===== src/rtl/arith_pkg.sv =====
package arith_pkg;

    typedef enum logic [2:0] {
        OP_ADD   = 3'd0,
        OP_ADDC  = 3'd1,
        OP_SUB   = 3'd2,
        OP_SUBC  = 3'd3,
        OP_RSUB  = 3'd4,
        OP_RSUBC = 3'd5
    } op_e;

    typedef struct packed {
        logic neg;
        logic zero;
        logic carry;
        logic ovf;
    } flags_t;

endpackage


===== src/rtl/arith_opsel.sv =====
module arith_opsel
    import arith_pkg::*;
#(
    parameter int W = 32
) (
    input  logic [2:0]   op_sel,
    input  logic [W-1:0] opnd_a,
    input  logic [W-1:0] opnd_b,
    input  logic         carry_q,
    output logic [W-1:0] add_x,
    output logic [W-1:0] add_y,
    output logic         add_cin,
    output logic         op_valid
);

    op_e op;
    assign op = op_e'(op_sel);

    always_comb begin
        add_x    = '0;
        add_y    = '0;
        add_cin  = 1'b0;
        op_valid = 1'b1;
        unique case (op)
            OP_ADD:   begin add_x = opnd_a; add_y = opnd_b;  add_cin = 1'b0;    end
            OP_ADDC:  begin add_x = opnd_a; add_y = opnd_b;  add_cin = carry_q; end
            OP_SUB:   begin add_x = opnd_a; add_y = ~opnd_b; add_cin = 1'b1;    end
            OP_SUBC:  begin add_x = opnd_a; add_y = ~opnd_b; add_cin = carry_q; end
            OP_RSUB:  begin add_x = opnd_b; add_y = ~opnd_a; add_cin = 1'b1;    end
            OP_RSUBC: begin add_x = opnd_b; add_y = ~opnd_a; add_cin = carry_q; end
            default:  op_valid = 1'b0;
        endcase
    end

endmodule


===== src/rtl/arith_adder.sv =====
module arith_adder #(
    parameter int W = 32
) (
    input  logic [W-1:0] add_x,
    input  logic [W-1:0] add_y,
    input  logic         add_cin,
    output logic [W-1:0] sum,
    output logic         carry_into_msb,
    output logic         carry_out
);

    logic [W-1:0] low_part;
    logic [1:0]   top_part;

    // Lower W-1 bits plus a spare bit that holds the carry into the MSB
    assign low_part = {1'b0, add_x[W-2:0]} + {1'b0, add_y[W-2:0]}
                    + {{(W-1){1'b0}}, add_cin};
    assign top_part = {1'b0, add_x[W-1]} + {1'b0, add_y[W-1]}
                    + {1'b0, low_part[W-1]};

    assign sum            = {top_part[0], low_part[W-2:0]};
    assign carry_into_msb = low_part[W-1];
    assign carry_out      = top_part[1];

endmodule


===== src/rtl/arith_flagreg.sv =====
module arith_flagreg
    import arith_pkg::*;
(
    input  logic   clk,
    input  logic   rst,
    input  logic   wr_en,
    input  flags_t flags_d,
    output flags_t flags_q
);

    always_ff @(posedge clk) begin
        if (rst) begin
            flags_q <= '0;
        end else if (wr_en) begin
            flags_q <= flags_d;
        end
    end

endmodule


===== src/rtl/arith_flag_unit.sv =====
module arith_flag_unit
    import arith_pkg::*;
#(
    parameter int W = 32
) (
    input  logic         clk,
    input  logic         rst,
    input  logic [2:0]   op_sel,
    input  logic         set_flags,
    input  logic [W-1:0] opnd_a,
    input  logic [W-1:0] opnd_b,
    output logic [W-1:0] result,
    output logic [3:0]   flags
);

    logic [W-1:0] add_x;
    logic [W-1:0] add_y;
    logic         add_cin;
    logic         op_valid;
    logic         c_msb_in;
    logic         c_out;
    flags_t       flags_d;
    flags_t       flags_q;

    arith_opsel #(.W(W)) u_opsel (
        .op_sel   (op_sel),
        .opnd_a   (opnd_a),
        .opnd_b   (opnd_b),
        .carry_q  (flags_q.carry),
        .add_x    (add_x),
        .add_y    (add_y),
        .add_cin  (add_cin),
        .op_valid (op_valid)
    );

    arith_adder #(.W(W)) u_adder (
        .add_x          (add_x),
        .add_y          (add_y),
        .add_cin        (add_cin),
        .sum            (result),
        .carry_into_msb (c_msb_in),
        .carry_out      (c_out)
    );

    always_comb begin
        flags_d.neg   = result[W-1];
        flags_d.zero  = ~|result;
        flags_d.carry = c_out;
        flags_d.ovf   = c_msb_in ^ c_out;
    end

    arith_flagreg u_flags (
        .clk     (clk),
        .rst     (rst),
        .wr_en   (set_flags & op_valid),
        .flags_d (flags_d),
        .flags_q (flags_q)
    );

    assign flags = flags_q;

endmodule


===== config.mk =====
export PLATFORM = sky130hd
export DESIGN_NAME = arith_flag_unit
export DESIGN_NICKNAME = d
export VERILOG_FILES = /design/src/rtl/arith_pkg.sv /design/src/rtl/arith_opsel.sv /design/src/rtl/arith_adder.sv /design/src/rtl/arith_flagreg.sv /design/src/rtl/arith_flag_unit.sv
export SDC_FILE = /design/constraint.sdc
export NUM_CORES = 1
export LEC_CHECK = 0
export ABC_AREA = 1
export BUFFER_PORTS_ARGS = -buffer_cell sky130_fd_sc_hd__buf_2
export CORE_MARGIN = 4
export CORE_UTILIZATION = 60
export DETAILED_ROUTE_END_ITERATION = 10
export GPL_TIMING_DRIVEN = 0
export PLACE_DENSITY = 0.95
export RECOVER_POWER = 50
export SYNTH_ARGS = -nofsm -noshare
export SYNTH_HDL_FRONTEND = slang
export SYNTH_HIERARCHICAL = 1
export SYNTH_SLANG_ARGS = --single-unit

===== constraint.sdc =====
create_clock -name clk -period 4.3 [get_ports clk]
set_input_delay 0.215 -clock clk [delete_from_list [all_inputs] [get_ports clk]]
set_output_delay 0.215 -clock clk [all_outputs]
set_load 0.02 [all_outputs]

# After elaboration in Yosys (flattened, before gate mapping)
# Index checks and enable logic that the tools add are counted.
dict set report op_classes {
  n_lt_le_gt_ge 0
  bitwise 4
  n_mul 0
  eq_ne 5
  div 0
  mux 4
  shifts 0
  addsub 4
  n_reduce_logical 10
}
# operator count
set op_table {}
lappend op_table {{32-bit case mux with 3 select lines} 1}
lappend op_table {{32-bit inverter} 2}
lappend op_table {{32-bit case mux with 2 select lines} 1}
lappend op_table {{31-bit by 31-bit adder with 32-bit output} 1}
lappend op_table {{32-bit by 1-bit adder with 32-bit output} 1}
lappend op_table {{32-bit OR reduction} 1}
lappend op_table {{2-bit OR reduction} 4}
lappend op_table {{3-bit by 2-bit == test with 1-bit output, second input constant} 2}
lappend op_table {{3-bit == test, second input constant} 2}
lappend op_table {{6-bit OR reduction} 1}
lappend op_table {{4-bit OR reduction} 1}
lappend op_table {{3-bit by 1-bit == test with 1-bit output, second input constant} 1}
lappend op_table {{3-bit zero test} 1}
lappend op_table {{3-bit OR reduction} 1}
lappend op_table {{1-bit by 1-bit adder with 2-bit output} 1}
lappend op_table {{2-bit by 1-bit adder with 2-bit output} 1}
lappend op_table {{1-bit case mux with 2 select lines} 1}
lappend op_table {{1-bit bitwise AND} 1}
lappend op_table {{1-bit zero test} 1}
lappend op_table {{1-bit 2-to-1 mux} 1}
lappend op_table {{1-bit bitwise XOR} 1}
dict set report word_totals {
  reg_bits 4
  mem_bits_rw 0
  memories 0
  latch_bits 0
  inputBits 70
  elab_cells 31
  mem_bits_ro 0
  output_inout_bits 36
}

# Depth between registers and ports, before layout
# Gate-level depths: netlist of the first run.
dict set report depth {
  word_depth 8
  ltp_mapped 27
  depth_no_buf 25
}

# Modules after synthesis
# Netlist of the first run, hierarchy kept.
# module cells_each area_each_um2 seq_area_each_um2 n_inst
set modules_own_cells {}
lappend modules_own_cells {arith_adder 494 2412.3 0.0 1}
lappend modules_own_cells {arith_opsel 264 1207.4 0.0 1}
lappend modules_own_cells {arith_flagreg 26 172.7 80.1 1}
lappend modules_own_cells {arith_flag_unit 34 132.6 0.0 1}

# Worst setup path before layout of the first run
# No wires, ideal clock.
dict set report synth_path {
  kind {input to register}
  from {input op_sel[2]}
  to {register, netlist name u_flags/flags_q[2]}
  setup_time_ns 0.114
  t_required_ns 4.186
  slack_ns 1.313
  stages 25
  path_buffers 2
  t_arrival_ns 2.873
  path_cell_list {buf_6 -> inv_4 -> buf_2 -> nand2_1 -> nand3_1 -> nand2_1 -> fa_1 -> nand3_1 -> nand3_2 -> nand2_1 -> nand2_2 -> nand2_1 -> nand3b_2 -> a21oi_1 -> fa_1 -> inv_1 -> nor2_1 -> nand2_1 -> nor2_1 -> nand2_1 -> nor2_1 -> inv_1 -> nand2_1 -> nand2_1 -> nor2_2}
}
# element line_no
set synth_rtl {}
lappend synth_rtl {{start: declaration} arith_flag_unit.sv:8} ;# input logic [2:0] op_sel,

==> flow_metrics.env, run 1 <==
export IMPL_rrSetupSlack_ns=1.15
export IMPL_relSlewSlack=0.682
export IMPL_placedCellCount=999
export IMPL_ys_seq_area_frac=0.0204
export IMPL_maxCapViolations=0
export IMPL_ir_worst_vdd_v=0.000167
export IMPL_syn_area_mm2=0.00393
export IMPL_rsz0062_at_grt="no"
export IMPL_nets=1030
export IMPL_synth_edf_count=0
export IMPL_drt_iter0_drc=412
export IMPL_r2r_end="u_flags/flags_q[2]"
export IMPL_vias=5355
export IMPL_crit_buf_inv=6
export IMPL_finalCritPeriodShare=0.841
export IMPL_nFillCells=611
export IMPL_outcome="completed"
export IMPL_min_to="u_flags/flags_q[0]"
export IMPL_synthAdderAreaFrac=0.111
export IMPL_clk_path_buf_depth=2
export IMPL_muxShareOfSynthArea=0
export IMPL_htreeDepth=1
export IMPL_registers_top_by_ff_count="u_flags/flags_q"
export IMPL_seq_power_share=0.045
export IMPL_hold_class="in -> reg"
export IMPL_ys_seq_elements=4
export IMPL_track_usage=0.318
export IMPL_drc=0
export IMPL_synthXorXnorAreaFrac=0.0335
export IMPL_cts_made_buffers=3
export IMPL_yosysTopAreaCellShare=0.310
export IMPL_pin_count=106
export IMPL_synth_cells=818
export IMPL_via_per_inst=5.34
export IMPL_max_freq_mhz=277
export IMPL_cpMostUsedCell="nand2_1"
export IMPL_largest_reg_flops=4
export IMPL_hold_buffers=0
export IMPL_cp_required_ns=4.45
export IMPL_clk_latency_ns=0.22
export IMPL_dp_hpwl_um=10500
export IMPL_worstPathMaxFanout=10
export IMPL_total_power_mw=0.955
export IMPL_power_density_mw_per_mm2=210
export IMPL_syn_to_final_growth_pct=16.2
export IMPL_worst_hold_path_num_cells=4
export IMPL_setup_viol=0
export IMPL_synthTopCellsByArea="nand2_1 31%, inv_1 16%, nand3_1 10%, ha_1 9.6%, nor2_1 6.5%"
export IMPL_initial_utilization=0.618
export IMPL_fp_dieW_um=88.9
export IMPL_rr_worst_depth=24
export IMPL_portBuffers=104
export IMPL_synth_simple_gate_area_share=0.544
export IMPL_grt_overflow_total=0
export IMPL_leakage_nw=3.07
export IMPL_multiInputGateArea_mm2=0.00304
export IMPL_slew_violations=0
export IMPL_synth_most_common_cell="nand2_1"
export IMPL_cts_clk_slew_worst_paths_ns=0.03
export IMPL_crit_path_max_incr_delay_ns=0.44
export IMPL_critPathKind="in -> reg"
export IMPL_grt_pass1_vias=4837
export IMPL_clkPwrFrac=0.082
export IMPL_clockRootBuffer="clkbuf_8"
export IMPL_netlist_top_cells_count="324 x nand2_1, 171 x inv_1, 81 x nand3_1, 68 x nor2_1, 30 x ha_1"
export IMPL_ctsResizeCount=0
export IMPL_cpMaxStageDelayCell="fa_1"
export IMPL_grt_first_pass_wirelength_um=20300
export IMPL_die_y_um=88.9
export IMPL_intPower_mw=0.373
export IMPL_hold_viol_final=0
export IMPL_core_area_mm2=0.00635
export IMPL_drtAntennaViolNets=0
export IMPL_reg_largest_list="u_flags/flags_q (4)"
export IMPL_dr_pass1_iters=6
export IMPL_row_count=29
export IMPL_switching_share=0.610
export IMPL_hold_start="rst"
export IMPL_setup_tns_final_ns=0
export IMPL_synth_warnings=6
export IMPL_place_congestion=0.978
export IMPL_fin_skew_ns=0.00226
export IMPL_regArea_um2=80.1
export IMPL_synthArstFlopShare=0
export IMPL_ys_flop_type="dfxtp_1"
export IMPL_cts_tree="done"
export IMPL_timing_final_crit_period_ns=3.62
export IMPL_setup_worst_path_start_class="input pin"
export IMPL_synth_compound_area_share=0.0864
export IMPL_grt_max_degree=11
export IMPL_antenna_found_initial=0
export IMPL_syn_num_nets=921
export IMPL_holdWs_ns=0.259
export IMPL_synth_top_area_cell="nand2_1"
export IMPL_drive_gt1_frac=0.152
export IMPL_arrival_ns=3.77
export IMPL_cts_setup_buffers=0
export IMPL_dieArea_mm2=0.00790
export IMPL_num_antenna_cells=0
export IMPL_cpLargestDelayFamily="simple AND/OR/NAND/NOR gates"
export IMPL_tightestPinTransition_ns=0.477
export IMPL_worst_setup_path_end_kind="flop"
export IMPL_fin_cells=1002
export IMPL_wl_um=12500
export IMPL_cts_sinks=4
export IMPL_synthDistinctLibCells=30
export IMPL_power_switching_mw=0.582
export IMPL_wire_per_inst_um=12.5
export IMPL_comb_power_share=0.873
export IMPL_syn_avg_cell_area_um2=4.80
export IMPL_r2r_start="u_flags/flags_q[1]"
export IMPL_synth_top_family_by_area="simple AND/OR/NAND/NOR gates"
## final cells by class
cell class	count	area share
Buffer	19	0.0269
Clock buffer	3	0.00906
Inverter	180	0.149
Multi-Input combinational cell	615	0.667
Sequential cell	4	0.0176
Tap cell	77	0.0211
Timing Repair Buffer	104	0.110
## worst reg2reg max path, stage by stage, from the launching register on
cell and delay (ns):
dfxtp_1 0.36, inv_1 0.09, nand2_1 0.06, nand2_1 0.05
nor2_1 0.11, fa_1 0.30, inv_1 0.09, fa_1 0.44
inv_1 0.14, nand3_1 0.08, nand3_1 0.18, nand3_1 0.12
nand3_2 0.13, nand2_1 0.08, nand3_1 0.08, nand2_1 0.07
nor2_1 0.09, nand2_1 0.09, nor2_1 0.12, nand2_1 0.07
nor2_1 0.10, inv_1 0.05, nand2_1 0.05, nand2_1 0.06
nor2_2 0.07
## how the worst max path moves through the flow
stage               startpoint  cells after the start                 end
finish               op_sel[1]                     25  u_flags/flags_q[2]
global route         op_sel[1]                     25  u_flags/flags_q[2]
CTS                  op_sel[1]                     25  u_flags/flags_q[2]
detailed placement   op_sel[1]                     25  u_flags/flags_q[2]
global placement     op_sel[1]                     25  u_flags/flags_q[2]
floorplan            op_sel[2]                     25  u_flags/flags_q[2]
## placed cells by master, fill, tap and decap left out, drive strengths merged
cell | synthesis | routed
nor2 | 78 | 78
o22ai | 24 | 24
ha | 30 | 30
xnor2 | 1 | 1
nand2 | 331 | 331
inv | 180 | 180
o21ai | 9 | 9
clkbuf | 0 | 20
xor2 | 14 | 14
nor4 | 1 | 1
dfxtp | 4 | 4
a21o | 1 | 1
buf | 19 | 106
nand3 | 87 | 87
fa | 3 | 3
nand3b | 1 | 1
a21oi | 22 | 22
nand4 | 6 | 6
o21bai | 3 | 3
nor3 | 4 | 4
## layer usage
layer | share of wire | GRT usage | vias to the layer above
met3 | 0.094 | 0.0214 | 69
met2 | 0.47 | 0.564 | 327
met5 | 0 | 0 | -
li1 | - | - | 2712
met4 | 0.058 | 0.180 | 0
met1 | 0.38 | 0.375 | 2247
## cells by family after synthesis
family          count (synthesis)
simple gates                  508
buf+inv                       199
compound gates                 59
fa+ha+maj                      33
xor+xnor                       15
flops                           4
## power by group through the flow
stage	Sequential (mW)	Clock, mW	Combinational [mW]
after floorplan	0.0469	0	0.584
after CTS	0.0426	0.0795	0.834
after detailed placement	0.0432	0	0.829
after global routing	0.0430	0.0834	0.926
after global placement	0.0428	0	0.815
final	0.0427	0.0787	0.834
## per-stage QoR
stage,util,worst slack (ns),area [um^2]
detailed placement,0.715,0.761,4540
global placement,0.715,0.807,4540
floorplan,-,1.31,3930
finish,0.718,0.684,4560
global route,0.718,0.275,4560
CTS,0.722,0.967,4580
Note: power is estimated with default switching activity, not from simulation.
==> inputs of run 2 (changes only) <==
--- a/config.mk
+++ b/config.mk
@@ -8,10 +8,10 @@
 export ABC_AREA = 1
 export BUFFER_PORTS_ARGS = -buffer_cell sky130_fd_sc_hd__buf_2
 export CORE_MARGIN = 4
-export CORE_UTILIZATION = 60
+export CORE_UTILIZATION = 55
 export DETAILED_ROUTE_END_ITERATION = 10
 export GPL_TIMING_DRIVEN = 0
-export PLACE_DENSITY = 0.95
+export PLACE_DENSITY = 0.94
 export RECOVER_POWER = 50
 export SYNTH_ARGS = -nofsm -noshare
 export SYNTH_HDL_FRONTEND = slang
==> constraint.sdc (replaced) <==
create_clock -name clk -period 3.49 [get_ports clk]
set_input_delay 0.1745 -clock clk [delete_from_list [all_inputs] [get_ports clk]]
set_output_delay 0.1745 -clock clk [all_outputs]
set_load 0.02 [all_outputs]
==> flow_metrics.env, run 2 (same netlist as run 1, synthesis figures left out) <==
export IMPL_outcome="completed"
export IMPL_max_freq_mhz=318
export IMPL_portBuffers=104
export IMPL_via_per_inst=5.20
export IMPL_hold_viol_final=0
export IMPL_ctsResizeCount=0
export IMPL_worst_setup_path_end_kind="output port"
export IMPL_drive_gt1_frac=0.163
export IMPL_syn_to_final_growth_pct=17.3
export IMPL_pin_count=106
export IMPL_dr_pass1_iters=5
export IMPL_wire_per_inst_um=12.0
export IMPL_placedCellCount=1018
export IMPL_final_core_util=0.670
export IMPL_holdWs_ns=0.217
export IMPL_worstPathMaxFanout=10
export IMPL_cts_sinks=4
export IMPL_rsz0062_at_grt="no"
export IMPL_post_dp_cell_area_mm2=0.00457
export IMPL_drc=0
export IMPL_cp_required_ns=3.32
export IMPL_grt_first_pass_wirelength_um=20500
export IMPL_die_y_um=92.5
export IMPL_mostFrequentLayoutCells="324 x nand2_1, 171 x inv_1, 104 x buf_2, 81 x nand3_1, 68 x nor2_1"
export IMPL_setup_ws_ns=0.347
export IMPL_largest_reg_flops=4
export IMPL_cts_made_buffers=3
export IMPL_slew_violations=0
export IMPL_cts_clk_slew_worst_paths_ns=0.03
export IMPL_grt_pass1_vias=4912
export IMPL_antenna_found_initial=0
export IMPL_power_density_mw_per_mm2=257
export IMPL_nFillCells=654
export IMPL_fin_skew_ns=0.00183
export IMPL_regArea_um2=80.1
export IMPL_wl_um=12200
export IMPL_nets=1030
export IMPL_critPathKind="in -> out"
export IMPL_hold_class="in -> reg"
export IMPL_place_congestion=0.990
export IMPL_finalCritPeriodShare=0.901
export IMPL_fin_area_mm2=0.00460
export IMPL_setup_viol=0
export IMPL_grt_max_degree=11
export IMPL_dp_hpwl_um=10400
export IMPL_dp_slack_ns=-0.0312
export IMPL_ir_worst_vdd_v=0.000170
export IMPL_total_power_mw=1.18
export IMPL_clockRootBuffer="clkbuf_8"
export IMPL_maxCapViolations=0
export IMPL_clk_latency_ns=0.21
export IMPL_fin_cells=1021
export IMPL_reg_largest_list="u_flags/flags_q (4)"
export IMPL_num_antenna_cells=0
export IMPL_initial_utilization=0.571
export IMPL_multiInputGateArea_mm2=0.00305
export IMPL_drtAntennaViolNets=0
export IMPL_grt_overflow_total=0
export IMPL_core_area_mm2=0.00687
export IMPL_fp_dieW_um=92.5
export IMPL_vias=5314
export IMPL_cts_setup_buffers=0
export IMPL_tightestPinTransition_ns=0.365
export IMPL_drt_iter0_drc=390
export IMPL_arrival_ns=2.97
export IMPL_layout_commonest_cell="nand2_1"
export IMPL_row_count=30
export IMPL_timing_final_crit_period_ns=3.14
export IMPL_dieArea_mm2=0.00855
export IMPL_cts_tree="done"
export IMPL_htreeDepth=1
export IMPL_setup_tns_final_ns=0
export IMPL_registers_top_by_ff_count="u_flags/flags_q"
export IMPL_relSlewSlack=0.757
export IMPL_track_usage=0.285
export IMPL_setup_worst_path_start_class="input pin"
export IMPL_leakage_nw=3.09
export IMPL_hold_buffers=0
export IMPL_clk_path_buf_depth=2
-- run 2: worst paths after layout --
path                      startpoint                 end  slack (ns)  cells after the start
setup / recovery           op_sel[1]          result[31]        0.35                     17
hold / removal                   rst  u_flags/flags_q[0]        0.22                      4
setup reg to reg  u_flags/flags_q[1]  u_flags/flags_q[2]        0.38                     24
hold reg to reg   u_flags/flags_q[0]  u_flags/flags_q[0]        0.47                      2
-- run 2: final cells by class --
class	instances	share of cell area
multi-input cells	615	0.663
inverters	180	0.148
repair buffers	104	0.110
plain buffers	19	0.0269
well taps	96	0.0261
flip-flops and latches	4	0.0174
clock buffers	3	0.00897
-- run 2: critical path, stage by stage --
cell and delay (ns):
buf_2 0.12, buf_6 0.16, nor2_4 0.18, buf_4 0.21
nand2_1 0.06, nand3_1 0.08, ha_1 0.29, a21oi_1 0.28
inv_1 0.07, nor2_1 0.14, nor2_1 0.05, nor2_1 0.16
nand2_1 0.07, a21oi_1 0.17, fa_1 0.44, inv_1 0.12
buf_2 0.18
-- run 2: routing by layer --
metal | track usage | vias to the layer above | part of all wire
met5 | 0 | - | 0
met4 | 0.150 | 0 | 0.050
met3 | 0.0252 | 45 | 0.092
li1 | - | 2708 | -
met2 | 0.509 | 295 | 0.46
met1 | 0.335 | 2266 | 0.40
-- run 2: power breakdown --
group | internal, mW | switching, mW
Clock | 0.0735 | 0.0230
Combinational | 0.340 | 0.694
Sequential | 0.0501 | 0.00219
